<file path="config.mk">
export PLATFORM = sky130hd
export DESIGN_NAME = irq_ctrl
export DESIGN_NICKNAME = d
export VERILOG_FILES = /design/src/rtl/irq_pkg.sv /design/src/rtl/irq_ext_in.sv /design/src/rtl/irq_pick.sv /design/src/rtl/irq_ctrl.sv
export SDC_FILE = /design/constraint.sdc
export NUM_CORES = 1
export LEC_CHECK = 0
export BUFFER_PORTS_ARGS = -buffer_cell sky130_fd_sc_hd__clkbuf_2
export CAP_MARGIN = 5
export CORE_ASPECT_RATIO = 1.75
export CORE_UTILIZATION = 35
export DETAILED_ROUTE_END_ITERATION = 6
export PLACE_DENSITY = 0.61
export SLEW_MARGIN = 15
export SYNTH_ARGS = -nofsm -noshare
export SYNTH_HDL_FRONTEND = slang
export SYNTH_SLANG_ARGS = --single-unit
export TNS_END_PERCENT = 100
</file>
<file path="constraint.sdc">
create_clock -name clk -period 1.85 [get_ports clk]
set_input_delay 0.2775 -clock clk [delete_from_list [all_inputs] [get_ports clk]]
set_output_delay 0.2775 -clock clk [all_outputs]
set_load 0.005 [all_outputs]
</file>
<file path="src/rtl/irq_pkg.sv">
package irq_pkg;
    localparam int NSRC  = 8;
    localparam int NEXT  = 4;
    localparam int NLVL  = 4;
    localparam int LVLW  = $clog2(NLVL);
    localparam int SRCW  = $clog2(NSRC);
    localparam int NFLAG = NSRC + 2;
    localparam int DW    = 8;
    localparam int AW    = 3;

    localparam int SRC_T0  = 1;
    localparam int SRC_T1  = 3;
    localparam int SRC_SER = 4;
    localparam int SRC_T2  = 5;
    localparam int F_RI    = 4;
    localparam int F_TI    = 5;
    localparam int F_TF2   = NSRC;
    localparam int F_EXF2  = NSRC + 1;

    typedef enum logic {ST_IDLE, ST_WAIT} st_e;

    typedef struct packed {
        logic [NSRC-1:0]  en;
        logic             ea;
        logic [NEXT-1:0]  mode;
        logic [NSRC-1:0]  plo;
        logic [NSRC-1:0]  phi;
        logic [NFLAG-1:0] flag;
        logic [NLVL-1:0]  isr;
        st_e              st;
        logic [SRCW-1:0]  idx;
        logic [LVLW-1:0]  lvl;
        logic             vreq;
    } ctl_s;

    // source index (and flag bit) of each external input
    function automatic int ext_src(input int e);
        case (e)
            0:       return 0;
            1:       return 2;
            2:       return 6;
            default: return 7;
        endcase
    endfunction
endpackage

</file>
<file path="src/rtl/irq_ext_in.sv">
module irq_ext_in (
    input  logic clk,
    input  logic rst_n,
    input  logic pin_n,
    output logic low_o,
    output logic fall_o
);
    typedef struct packed {
        logic s1;
        logic s2;
        logic s3;
    } sync_s;

    sync_s sy_d, sy_q;

    always_comb begin
        sy_d    = sy_q;
        sy_d.s1 = pin_n;
        sy_d.s2 = sy_q.s1;
        sy_d.s3 = sy_q.s2;
    end

    always_ff @(posedge clk or negedge rst_n) begin
        if (!rst_n) sy_q <= '{s1: 1'b1, s2: 1'b1, s3: 1'b1};
        else        sy_q <= sy_d;
    end

    assign low_o  = ~sy_q.s2;
    assign fall_o = sy_q.s3 & ~sy_q.s2;
endmodule

</file>
<file path="src/rtl/irq_pick.sv">
module irq_pick
    import irq_pkg::*;
(
    input  logic [NSRC-1:0] req,
    input  logic [NSRC-1:0] plo,
    input  logic [NSRC-1:0] phi,
    output logic            any_o,
    output logic [SRCW-1:0] idx_o,
    output logic [LVLW-1:0] lvl_o
);
    always_comb begin
        any_o = 1'b0;
        idx_o = '0;
        lvl_o = '0;
        for (int l = NLVL - 1; l >= 0; l--) begin
            for (int i = 0; i < NSRC; i++) begin
                if (!any_o && req[i] && ({phi[i], plo[i]} == LVLW'(l))) begin
                    any_o = 1'b1;
                    idx_o = SRCW'(i);
                    lvl_o = LVLW'(l);
                end
            end
        end
    end
endmodule

</file>
<file path="src/rtl/irq_ctrl.sv">
module irq_ctrl
    import irq_pkg::*;
#(
    parameter int VEC_BASE = 3,
    parameter int VEC_STEP = 8
) (
    input  logic            clk,
    input  logic            rst_n,
    input  logic [NEXT-1:0] ext_n,
    input  logic [1:0]      tmr_ovf,
    input  logic            ser_rx_set,
    input  logic            ser_tx_set,
    input  logic            t2_ovf_set,
    input  logic            t2_ext_set,
    input  logic            reg_we,
    input  logic [AW-1:0]   reg_addr,
    input  logic [DW-1:0]   reg_wdata,
    output logic [DW-1:0]   reg_rdata,
    output logic            vec_req,
    output logic [DW-1:0]   vec_addr,
    input  logic            vec_ack,
    input  logic            reti
);
    ctl_s q, d;

    logic [NEXT-1:0] ext_low, ext_fall;
    logic [NSRC-1:0] req;
    logic            win_any;
    logic [SRCW-1:0] win_idx;
    logic [LVLW-1:0] win_lvl;
    logic            ack_take;

    for (genvar g = 0; g < NEXT; g++) begin : g_ext
        irq_ext_in u_ext (
            .clk    (clk),
            .rst_n  (rst_n),
            .pin_n  (ext_n[g]),
            .low_o  (ext_low[g]),
            .fall_o (ext_fall[g])
        );
    end

    always_comb begin
        for (int i = 0; i < NSRC; i++) begin
            if (i == SRC_SER)     req[i] = q.en[i] & (q.flag[F_RI] | q.flag[F_TI]);
            else if (i == SRC_T2) req[i] = q.en[i] & (q.flag[F_TF2] | q.flag[F_EXF2]);
            else                  req[i] = q.en[i] & q.flag[i];
        end
    end

    irq_pick u_pick (
        .req   (req),
        .plo   (q.plo),
        .phi   (q.phi),
        .any_o (win_any),
        .idx_o (win_idx),
        .lvl_o (win_lvl)
    );

    assign ack_take = vec_ack && (q.st == ST_WAIT);

    always_comb begin
        logic found;
        d      = q;
        d.vreq = 1'b0;
        found  = 1'b0;

        // clearing on acknowledge, lowest precedence
        if (ack_take) begin
            for (int e = 0; e < NEXT; e++)
                if (q.mode[e] && (int'(q.idx) == ext_src(e))) d.flag[ext_src(e)] = 1'b0;
            if (int'(q.idx) == SRC_T0) d.flag[SRC_T0] = 1'b0;
            if (int'(q.idx) == SRC_T1) d.flag[SRC_T1] = 1'b0;
        end

        // hardware events
        for (int e = 0; e < NEXT; e++)
            if (q.mode[e] && ext_fall[e]) d.flag[ext_src(e)] = 1'b1;
        if (tmr_ovf[0]) d.flag[SRC_T0] = 1'b1;
        if (tmr_ovf[1]) d.flag[SRC_T1] = 1'b1;
        if (ser_rx_set) d.flag[F_RI]   = 1'b1;
        if (ser_tx_set) d.flag[F_TI]   = 1'b1;
        if (t2_ovf_set) d.flag[F_TF2]  = 1'b1;
        if (t2_ext_set) d.flag[F_EXF2] = 1'b1;

        // software register writes
        if (reg_we) begin
            case (reg_addr)
                AW'(0): d.en = reg_wdata[NSRC-1:0];
                AW'(1): begin
                    d.ea   = reg_wdata[DW-1];
                    d.mode = reg_wdata[NEXT-1:0];
                end
                AW'(2): d.plo = reg_wdata[NSRC-1:0];
                AW'(3): d.phi = reg_wdata[NSRC-1:0];
                AW'(4): d.flag[NSRC-1:0] = reg_wdata[NSRC-1:0];
                AW'(5): begin
                    d.flag[F_TF2]  = reg_wdata[0];
                    d.flag[F_EXF2] = reg_wdata[1];
                end
                default: ;
            endcase
        end

        // level-mode external flags follow the pin
        for (int e = 0; e < NEXT; e++)
            if (!q.mode[e]) d.flag[ext_src(e)] = ext_low[e];

        // in-service stack
        if (reti) begin
            for (int l = NLVL - 1; l >= 0; l--) begin
                if (!found && q.isr[l]) begin
                    d.isr[l] = 1'b0;
                    found    = 1'b1;
                end
            end
        end

        // handshake
        if (ack_take) begin
            d.isr[q.lvl] = 1'b1;
            d.st         = ST_IDLE;
        end else if (q.st == ST_IDLE && q.ea && win_any &&
                     ((q.isr >> win_lvl) == '0)) begin
            d.st   = ST_WAIT;
            d.idx  = win_idx;
            d.lvl  = win_lvl;
            d.vreq = 1'b1;
        end
    end

    always_ff @(posedge clk or negedge rst_n) begin
        if (!rst_n) q <= '{st: ST_IDLE, default: '0};
        else        q <= d;
    end

    always_comb begin
        reg_rdata = '0;
        case (reg_addr)
            AW'(0): reg_rdata[NSRC-1:0] = q.en;
            AW'(1): begin
                reg_rdata[DW-1]     = q.ea;
                reg_rdata[NEXT-1:0] = q.mode;
            end
            AW'(2): reg_rdata[NSRC-1:0] = q.plo;
            AW'(3): reg_rdata[NSRC-1:0] = q.phi;
            AW'(4): reg_rdata[NSRC-1:0] = q.flag[NSRC-1:0];
            AW'(5): reg_rdata[1:0]      = {q.flag[F_EXF2], q.flag[F_TF2]};
            default: ;
        endcase
    end

    assign vec_req  = q.vreq;
    assign vec_addr = DW'(VEC_BASE) + DW'(q.idx) * DW'(VEC_STEP);
endmodule

</file>
Word level (Yosys, flattened, before mapping)
Cells that the tools add are included.
{"block": "totals", "ff_bits": 62, "inputBits": 26, "elab_cells": 450}
{"block": "classes", "addsub": 1, "n_lt_le_gt_ge": 26, "n_eq_ne": 35, "shifts": 1, "muxes": 190, "n_bitwise": 33, "reduce_logical": 141}
{"cell": "$mux W32", "n": 20}
{"cell": "$ge A32 B1 Y1 const B", "n": 12}
{"cell": "$lt A32 B6 Y1 const B", "n": 12}
{"cell": "$mux W10", "n": 17}
{"cell": "$eq A4 B32 Y1", "n": 4}
{"cell": "$logic_and A1 B1 Y1", "n": 91}
{"cell": "$mux W3", "n": 28}
{"cell": "$mux W2", "n": 35}
{"cell": "$mux W1", "n": 65}
{"cell": "$demux W1 S4", "n": 12}
{"cell": "$and A10 B10 Y10", "n": 4}
{"cell": "$bwmux W10", "n": 4}
{"cell": "$not A10 Y10", "n": 4}
{"cell": "$or A10 B10 Y10", "n": 4}
{"cell": "$logic_not A1 Y1", "n": 34}
{"cell": "$eq A2 B2 Y1 const B", "n": 16}
{"cell": "$eq A2 B1 Y1 const B", "n": 8}
{"cell": "$logic_not A2 Y1", "n": 8}
{"cell": "$and A1 B1 Y1", "n": 12}
{"cell": "$pmux W2 S6", "n": 1}
{"cell": "$pmux W3 S4", "n": 1}
{"cell": "$pmux W2 S5", "n": 1}
{"cell": "$reduce_and A2 Y1", "n": 5}
{"cell": "$eq A3 B2 Y1 const B", "n": 3}
{"cell": "other kinds (17)", "n": 26}

Logic depth before layout (Yosys ltp)
{"block": "logic_depth", "depth_word": 132, "ltp_mapped": 7, "ltp_nobuf": 7}

Modules after synthesis
From an unflattened synthesis, not the netlist that was laid out.
{"block": "hier_totals", "hier_cells": 353, "area_unflattened_um2": 3639.7}
{"mod": "irq_ctrl", "instances": 1, "cells_per_inst": 223, "area_per_inst_um2": 2565.0}
{"mod": "irq_pick", "instances": 1, "cells_per_inst": 110, "area_per_inst_um2": 719.4}
{"mod": "irq_ext_in", "instances": 4, "cells_per_inst": 5, "area_per_inst_um2": 88.8}

Worst setup path before layout
Ideal clock, no wire load.
{"block": "synth_path", "path_type": "register to register", "startpoint": "register q[31] (netlist bit)", "endpoint": "register q[3] (netlist bit)", "setup_ns": 0.125, "arrival_time_ns": 1.917, "slack_ns": -0.192, "stages_incl_launch_ff": 8, "path_cell_list": "dfrtp_1 > nand4b_2 > o211ai_4 > o21ai_1 > nor2b_4 > o21a_1 > or4_1 > mux2_2"}
{"block": "synth_via", "elab_chain_len": 123, "elab_cells_between_ends": 187, "cone_classes": "eq/ne: 3; shift: 1; mux: 90; reduce/logical: 93"}
{"item": "start, declared", "line": "irq_ctrl.sv:24", "text": "ctl_s q, d;"}
{"item": "start signal, assigned", "line": "irq_ctrl.sv:133", "text": "if (!rst_n) q <= '{st: ST_IDLE, default: '0};"}
{"item": "start signal, assigned", "line": "irq_ctrl.sv:134", "text": "else q <= d;"}
{"item": "$eq A2 B2 Y1", "line": "irq_pick.sv:17", "text": "if (!any_o && req[i] && ({phi[i], plo[i]} == LVLW'(l))) begin"}
{"item": "$logic_and A1 B1 Y1", "line": "irq_pick.sv:17"}
{"item": "$mux W1", "line": "irq_pick.sv:17"}
{"item": "$logic_not A1 Y1", "line": "irq_pick.sv:17"}
{"item": "$logic_and A1 B1 Y1 (2 in a row)", "line": "irq_pick.sv:17"}
{"item": "$mux W1", "line": "irq_pick.sv:17"}
{"item": "$logic_not A1 Y1", "line": "irq_pick.sv:17"}
{"item": "$logic_and A1 B1 Y1 (2 in a row)", "line": "irq_pick.sv:17"}
{"item": "(+104 left out)"}
{"item": "$mux W1", "line": "irq_pick.sv:17"}
{"item": "$logic_not A1 Y1", "line": "irq_pick.sv:17"}
{"item": "$logic_and A1 B1 Y1 (2 in a row)", "line": "irq_pick.sv:17"}
{"item": "$mux W2", "line": "irq_pick.sv:17"}
{"item": "$shr A4 B2 Y4", "line": "irq_ctrl.sv:124", "text": "((q.isr >> win_lvl) == '0)) begin"}
{"item": "$logic_not A4 Y1", "line": "irq_ctrl.sv:124"}
{"item": "$logic_and A1 B1 Y1", "line": "irq_ctrl.sv:123", "text": "end else if (q.st == ST_IDLE && q.ea && win_any &&"}
{"item": "$reduce_and A2 Y1 (no source line)"}
Parallel ways exist; a longest one is shown, timed or not.
A chain may end at the register's enable or synchronous reset.

Worst setup path in the final report
{"block": "layout_path", "startpoint": "register q[32] (netlist bit)", "endpoint": "register q[3] (netlist bit)"}
{"block": "layout_via", "elab_chain_len": 119, "elab_cells_between_ends": 181, "cone_classes": "eq/ne: 3; shift: 1; mux: 87; reduce/logical: 90"}
{"item": "$eq A2 B2 Y1", "line": "irq_pick.sv:17"}
{"item": "$logic_and A1 B1 Y1", "line": "irq_pick.sv:17"}
{"item": "$mux W1", "line": "irq_pick.sv:17"}
{"item": "$logic_not A1 Y1", "line": "irq_pick.sv:17"}
{"item": "$logic_and A1 B1 Y1 (2 in a row)", "line": "irq_pick.sv:17"}
{"item": "$mux W1", "line": "irq_pick.sv:17"}
{"item": "$logic_not A1 Y1", "line": "irq_pick.sv:17"}
{"item": "$logic_and A1 B1 Y1 (2 in a row)", "line": "irq_pick.sv:17"}
{"item": "(+100 left out)"}
{"item": "$mux W1", "line": "irq_pick.sv:17"}
{"item": "$logic_not A1 Y1", "line": "irq_pick.sv:17"}
{"item": "$logic_and A1 B1 Y1 (2 in a row)", "line": "irq_pick.sv:17"}
{"item": "$mux W2", "line": "irq_pick.sv:17"}
{"item": "$shr A4 B2 Y4", "line": "irq_ctrl.sv:124"}
{"item": "$logic_not A4 Y1", "line": "irq_ctrl.sv:124"}
{"item": "$logic_and A1 B1 Y1", "line": "irq_ctrl.sv:123"}
{"item": "$reduce_and A2 Y1 (no source line)"}
Parallel ways exist; a longest one is shown, timed or not.

==> flow_metrics.env <==
export IMPL_run_status="finished with violations"
export IMPL_violated_checks="setup timing"
export IMPL_timing_max_slew_rel_slack=0.527
export IMPL_synth_async_sr_flop_share=1.00
export IMPL_place_congestion=0.949
export IMPL_worst_setup_path_start_kind="register"
export IMPL_critPathSlowestCell="sky130_fd_sc_hd__or4_4"
export IMPL_ys_flop_type="sky130_fd_sc_hd__dfrtp_1"
export IMPL_num_nets_final=513
export IMPL_peakVddDrop_mv=0.715
export IMPL_grt_setup_unrepaired="true"
export IMPL_finalWorstPathRequiredPeriod_ns=2.27
export IMPL_final_layout_size_suffix_gt1_frac=0.459
export IMPL_drt_wl_total_um=11100
export IMPL_drc=0
export IMPL_worst_r2r_cell_count=7
export IMPL_worstPathCellList="nand4b_1 -> o211ai_4 -> o21ai_2 -> nor2b_4 -> o21a_1 -> or4_4 -> mux2_4"
export IMPL_placementRows=48
export IMPL_synth_compound_area_frac=0.177
export IMPL_grt_antenna_before_repair=0
export IMPL_critical_path_arrival_ns=2.49
export IMPL_clkSinkCount=62
export IMPL_start_util=0.360
export IMPL_globalRouteOverflowTotal=0
export IMPL_combinational_family_with_the_most_area_after_synthesis="simple AND/OR/NAND/NOR gates"
export IMPL_hpwl_dp_um=8740
export IMPL_maximum_achievable_frequency_ghz=0.440
export IMPL_worstSetupEndpointType="register"
export IMPL_critical_path_max_fanout=3
export IMPL_cts_buffers_inserted=9
export IMPL_register_area_sq_mm=0.00157
export IMPL_holdPathStages=1
export IMPL_cts_htree_levels=3
export IMPL_portBuffers=37
export IMPL_setup_viol_count_final=9
export IMPL_synthMuxAreaShare=0.124
export IMPL_clockBufferDepth=2
export IMPL_post_route_worst_setup_slack_ns=-0.422
export IMPL_final_hold_vios=0
export IMPL_diodes=0
export IMPL_hold_path_class="in2reg"
export IMPL_tritoncts="built"
export IMPL_maxSlewViolCount=0
export IMPL_yosys_area_top_type_share=0.351
export IMPL_detail_route_antenna_nets=0
export IMPL_die_w_um=78.3
export IMPL_worst_case_clock_skew_ns=0.00473
export IMPL_yosys_top_cells_area="sky130_fd_sc_hd__dfrtp_1 (35%), sky130_fd_sc_hd__mux2_2 (9.5%), sky130_fd_sc_hd__dfstp_2 (8.8%)"
export IMPL_cellLeakagePower_uw=0.00220
export IMPL_worstSetupPathDepth=7
export IMPL_post_synth_num_cell_types=63
export IMPL_worst_ep_required_time_ns=2.07
export IMPL_drt_first_iter_violations=115
export IMPL_worst_path_buf_inv=0
export IMPL_path_clk_slew_ns=0.06
export IMPL_io_pin_count=43
export IMPL_grt_first_pass_wirelength_um=17500
export IMPL_total_power_divided_by_cell_area_mw_per_mm2=1210
export IMPL_yosys_area_share_adder=0
export IMPL_core_area_sq_mm=0.00991
export IMPL_filler_cell_count=930
export IMPL_post_route_util=0.499
export IMPL_final_routed_wire_length_divided_by_cell_count_um=17.9
export IMPL_total_power_uw=6000
export IMPL_netlist_area_sq_mm=0.00357
export IMPL_layout_worst_path_cycle_share=1.23
export IMPL_vias=3304
export IMPL_multi_input_area_sq_mm=0.00196
export IMPL_synth_xor_xnor_area_share=0
export IMPL_synth_top_area_cell="sky130_fd_sc_hd__dfrtp_1"
export IMPL_clk_insertion_delay_late_ns=0.33
export IMPL_ctsRootBufferMaster="sky130_fd_sc_hd__clkbuf_16"
export IMPL_detail_route_first_pass_iterations=4
export IMPL_worst_slew_pin_transition_ns=0.700
export IMPL_path_delay_family="simple AND/OR/NAND/NOR gates"
export IMPL_hold_slack_ns=0.0208
export IMPL_die_area_sq_mm=0.0106
export IMPL_cap_violations=0
export IMPL_synth_seq_area_share=0.439
export IMPL_ys_warnings_count=0
export IMPL_setup_tns_final_ns=-2.16
export IMPL_synth_edf_count=0
export IMPL_globalRouteTotalUtil=0.224
export IMPL_post_place_cells=592
export IMPL_grt_start_max_net_pins=49
export IMPL_ys_ff_latch=62
export IMPL_die_height_um=136
export IMPL_setup_worst_path_class="reg2reg"
export IMPL_avgViaCountPerCell=5.35
export IMPL_layout_area_overhead_vs_synth_pct=38.7
export IMPL_instances_no_fill=617
export IMPL_vias_in_the_first_global_route=3374
export IMPL_cp_slowest_stage_delay_ns=0.54
export IMPL_synth_cells=357
export IMPL_post_synth_and_or_nand_nor_area_fraction=0.224
export IMPL_post_synth_cell_area_avg_sq_um=10.0
==> kinds of logic after synthesis <==
| family | count (synthesis) |
|---|---|
| DFF | 62 |
| AOI/OAI and AO/OA | 89 |
| other | 2 |
| buffers and inverters | 25 |
| and+or+nand+nor | 141 |
| muxes | 38 |
==> final timing paths <==
kind,slack (ns),startpoint,endpoint
worst max-delay path,-0.42,q[32],q[3]
worst min-delay path,0.02,ext_n[1],g_ext[1].u_ext.sy_d[1]
worst max register to register,-0.42,q[32],q[3]
worst min register to register,0.36,g_ext[3].u_ext.sy_d[1],g_ext[3].u_ext.sy_d[0]
max in group asynchronous,0.79,rst_n,g_ext[3].u_ext.sy_d[0]
min in group asynchronous,0.42,rst_n,q[15]
==> cell usage in the layout (no fill, tap or decap), types with 4 or more instances in the layout <==
cell type and n:
sky130_fd_sc_hd__buf_4 90, sky130_fd_sc_hd__dfrtp_1 47, sky130_fd_sc_hd__nand2_1 40, sky130_fd_sc_hd__clkbuf_2 36, sky130_fd_sc_hd__o21ai_0 30, sky130_fd_sc_hd__mux2_2 28
sky130_fd_sc_hd__nor2_1 26, sky130_fd_sc_hd__a21oi_1 12, sky130_fd_sc_hd__dfstp_2 12, sky130_fd_sc_hd__nand3_1 11, sky130_fd_sc_hd__clkbuf_16 9, sky130_fd_sc_hd__nand4b_1 8
sky130_fd_sc_hd__nor3_1 7, sky130_fd_sc_hd__mux2i_1 6, sky130_fd_sc_hd__nand2b_1 6, sky130_fd_sc_hd__inv_1 6, sky130_fd_sc_hd__nand4_1 6, sky130_fd_sc_hd__conb_1 5
sky130_fd_sc_hd__o22ai_1 4, sky130_fd_sc_hd__nor3b_1 4, sky130_fd_sc_hd__a31oi_1 4, sky130_fd_sc_hd__a21o_1 4
==> where the power goes <==
| part | switching (uW) | internal (uW) |
|---|---|---|
| sequential | 356 | 1660 |
| combinational | 1110 | 1290 |
| clock | 675 | 919 |
==> per-layer routing <==
| metal | part of all wire | GRT usage |
|---|---|---|
| met1 | 0.36 | 0.227 |
| met2 | 0.56 | 0.421 |
| met3 | 0.028 | 0.0357 |
| met4 | 0.052 | 0.136 |
| met5 | 0 | 0 |
==> cell type report <==
cell class                 instances  share of cell area
sequential                        62               0.317
tap                              125              0.0316
multi-input combinational        273               0.396
timing repair buffer             133               0.193
clock buffer                       9              0.0455
clock inverter                     7              0.0111
inverter                           8             0.00607
==> worst reg2reg max path, stage by stage, from the launching register on <==
cell	delay (ns)
sky130_fd_sc_hd__dfrtp_1	0.39
sky130_fd_sc_hd__nand4b_1	0.35
sky130_fd_sc_hd__o211ai_4	0.22
sky130_fd_sc_hd__o21ai_2	0.07
sky130_fd_sc_hd__nor2b_4	0.12
sky130_fd_sc_hd__o21a_1	0.19
sky130_fd_sc_hd__or4_4	0.54
sky130_fd_sc_hd__mux2_4	0.27
==> synthesized netlist by cell type, drive strengths merged, types with 4 or more instances <==
cell type and count:
nor3b 4, nand4 8, nor2 28, nor3 11, nand4b 9, dfrtp 50, a31oi 4, mux2 30
nand3 12, a21o 4, inv 8, dfstp 12, a22oi 4, nor2b 4, o22ai 5, a21oi 12
nand2b 6, o21ai 33, mux2i 6, o211ai 6, clkbuf 9, nand2 41, buf 8
==> stage by stage <==
step                      cell area, sq um  setup WS [ns]
final                                 4950         -0.422
after global routing                  4950         -0.487
after CTS                             4900         -0.423
after detailed placement              4530         -0.444
after global placement                4530         -0.426
after floorplan                       3610         -0.156
==> sequential cells by signal, indices dropped and copies added (netlist names) <==
signal	cells
g_ext.u_ext.sy_d	8
q	49
g_ext.u_ext.sy_q	4
vec_req	1
==> repair_timing <==
action / CTS / global route
hold endpoints to repair: 14 / 0
setup endpoints to repair: 9 / 11
hold buffers: 1 / 0
gates resized for setup: 7 / 11
pin swaps: 9 / 6
buffers inserted: 7 / 3
(Power assumes the default switching activity.)
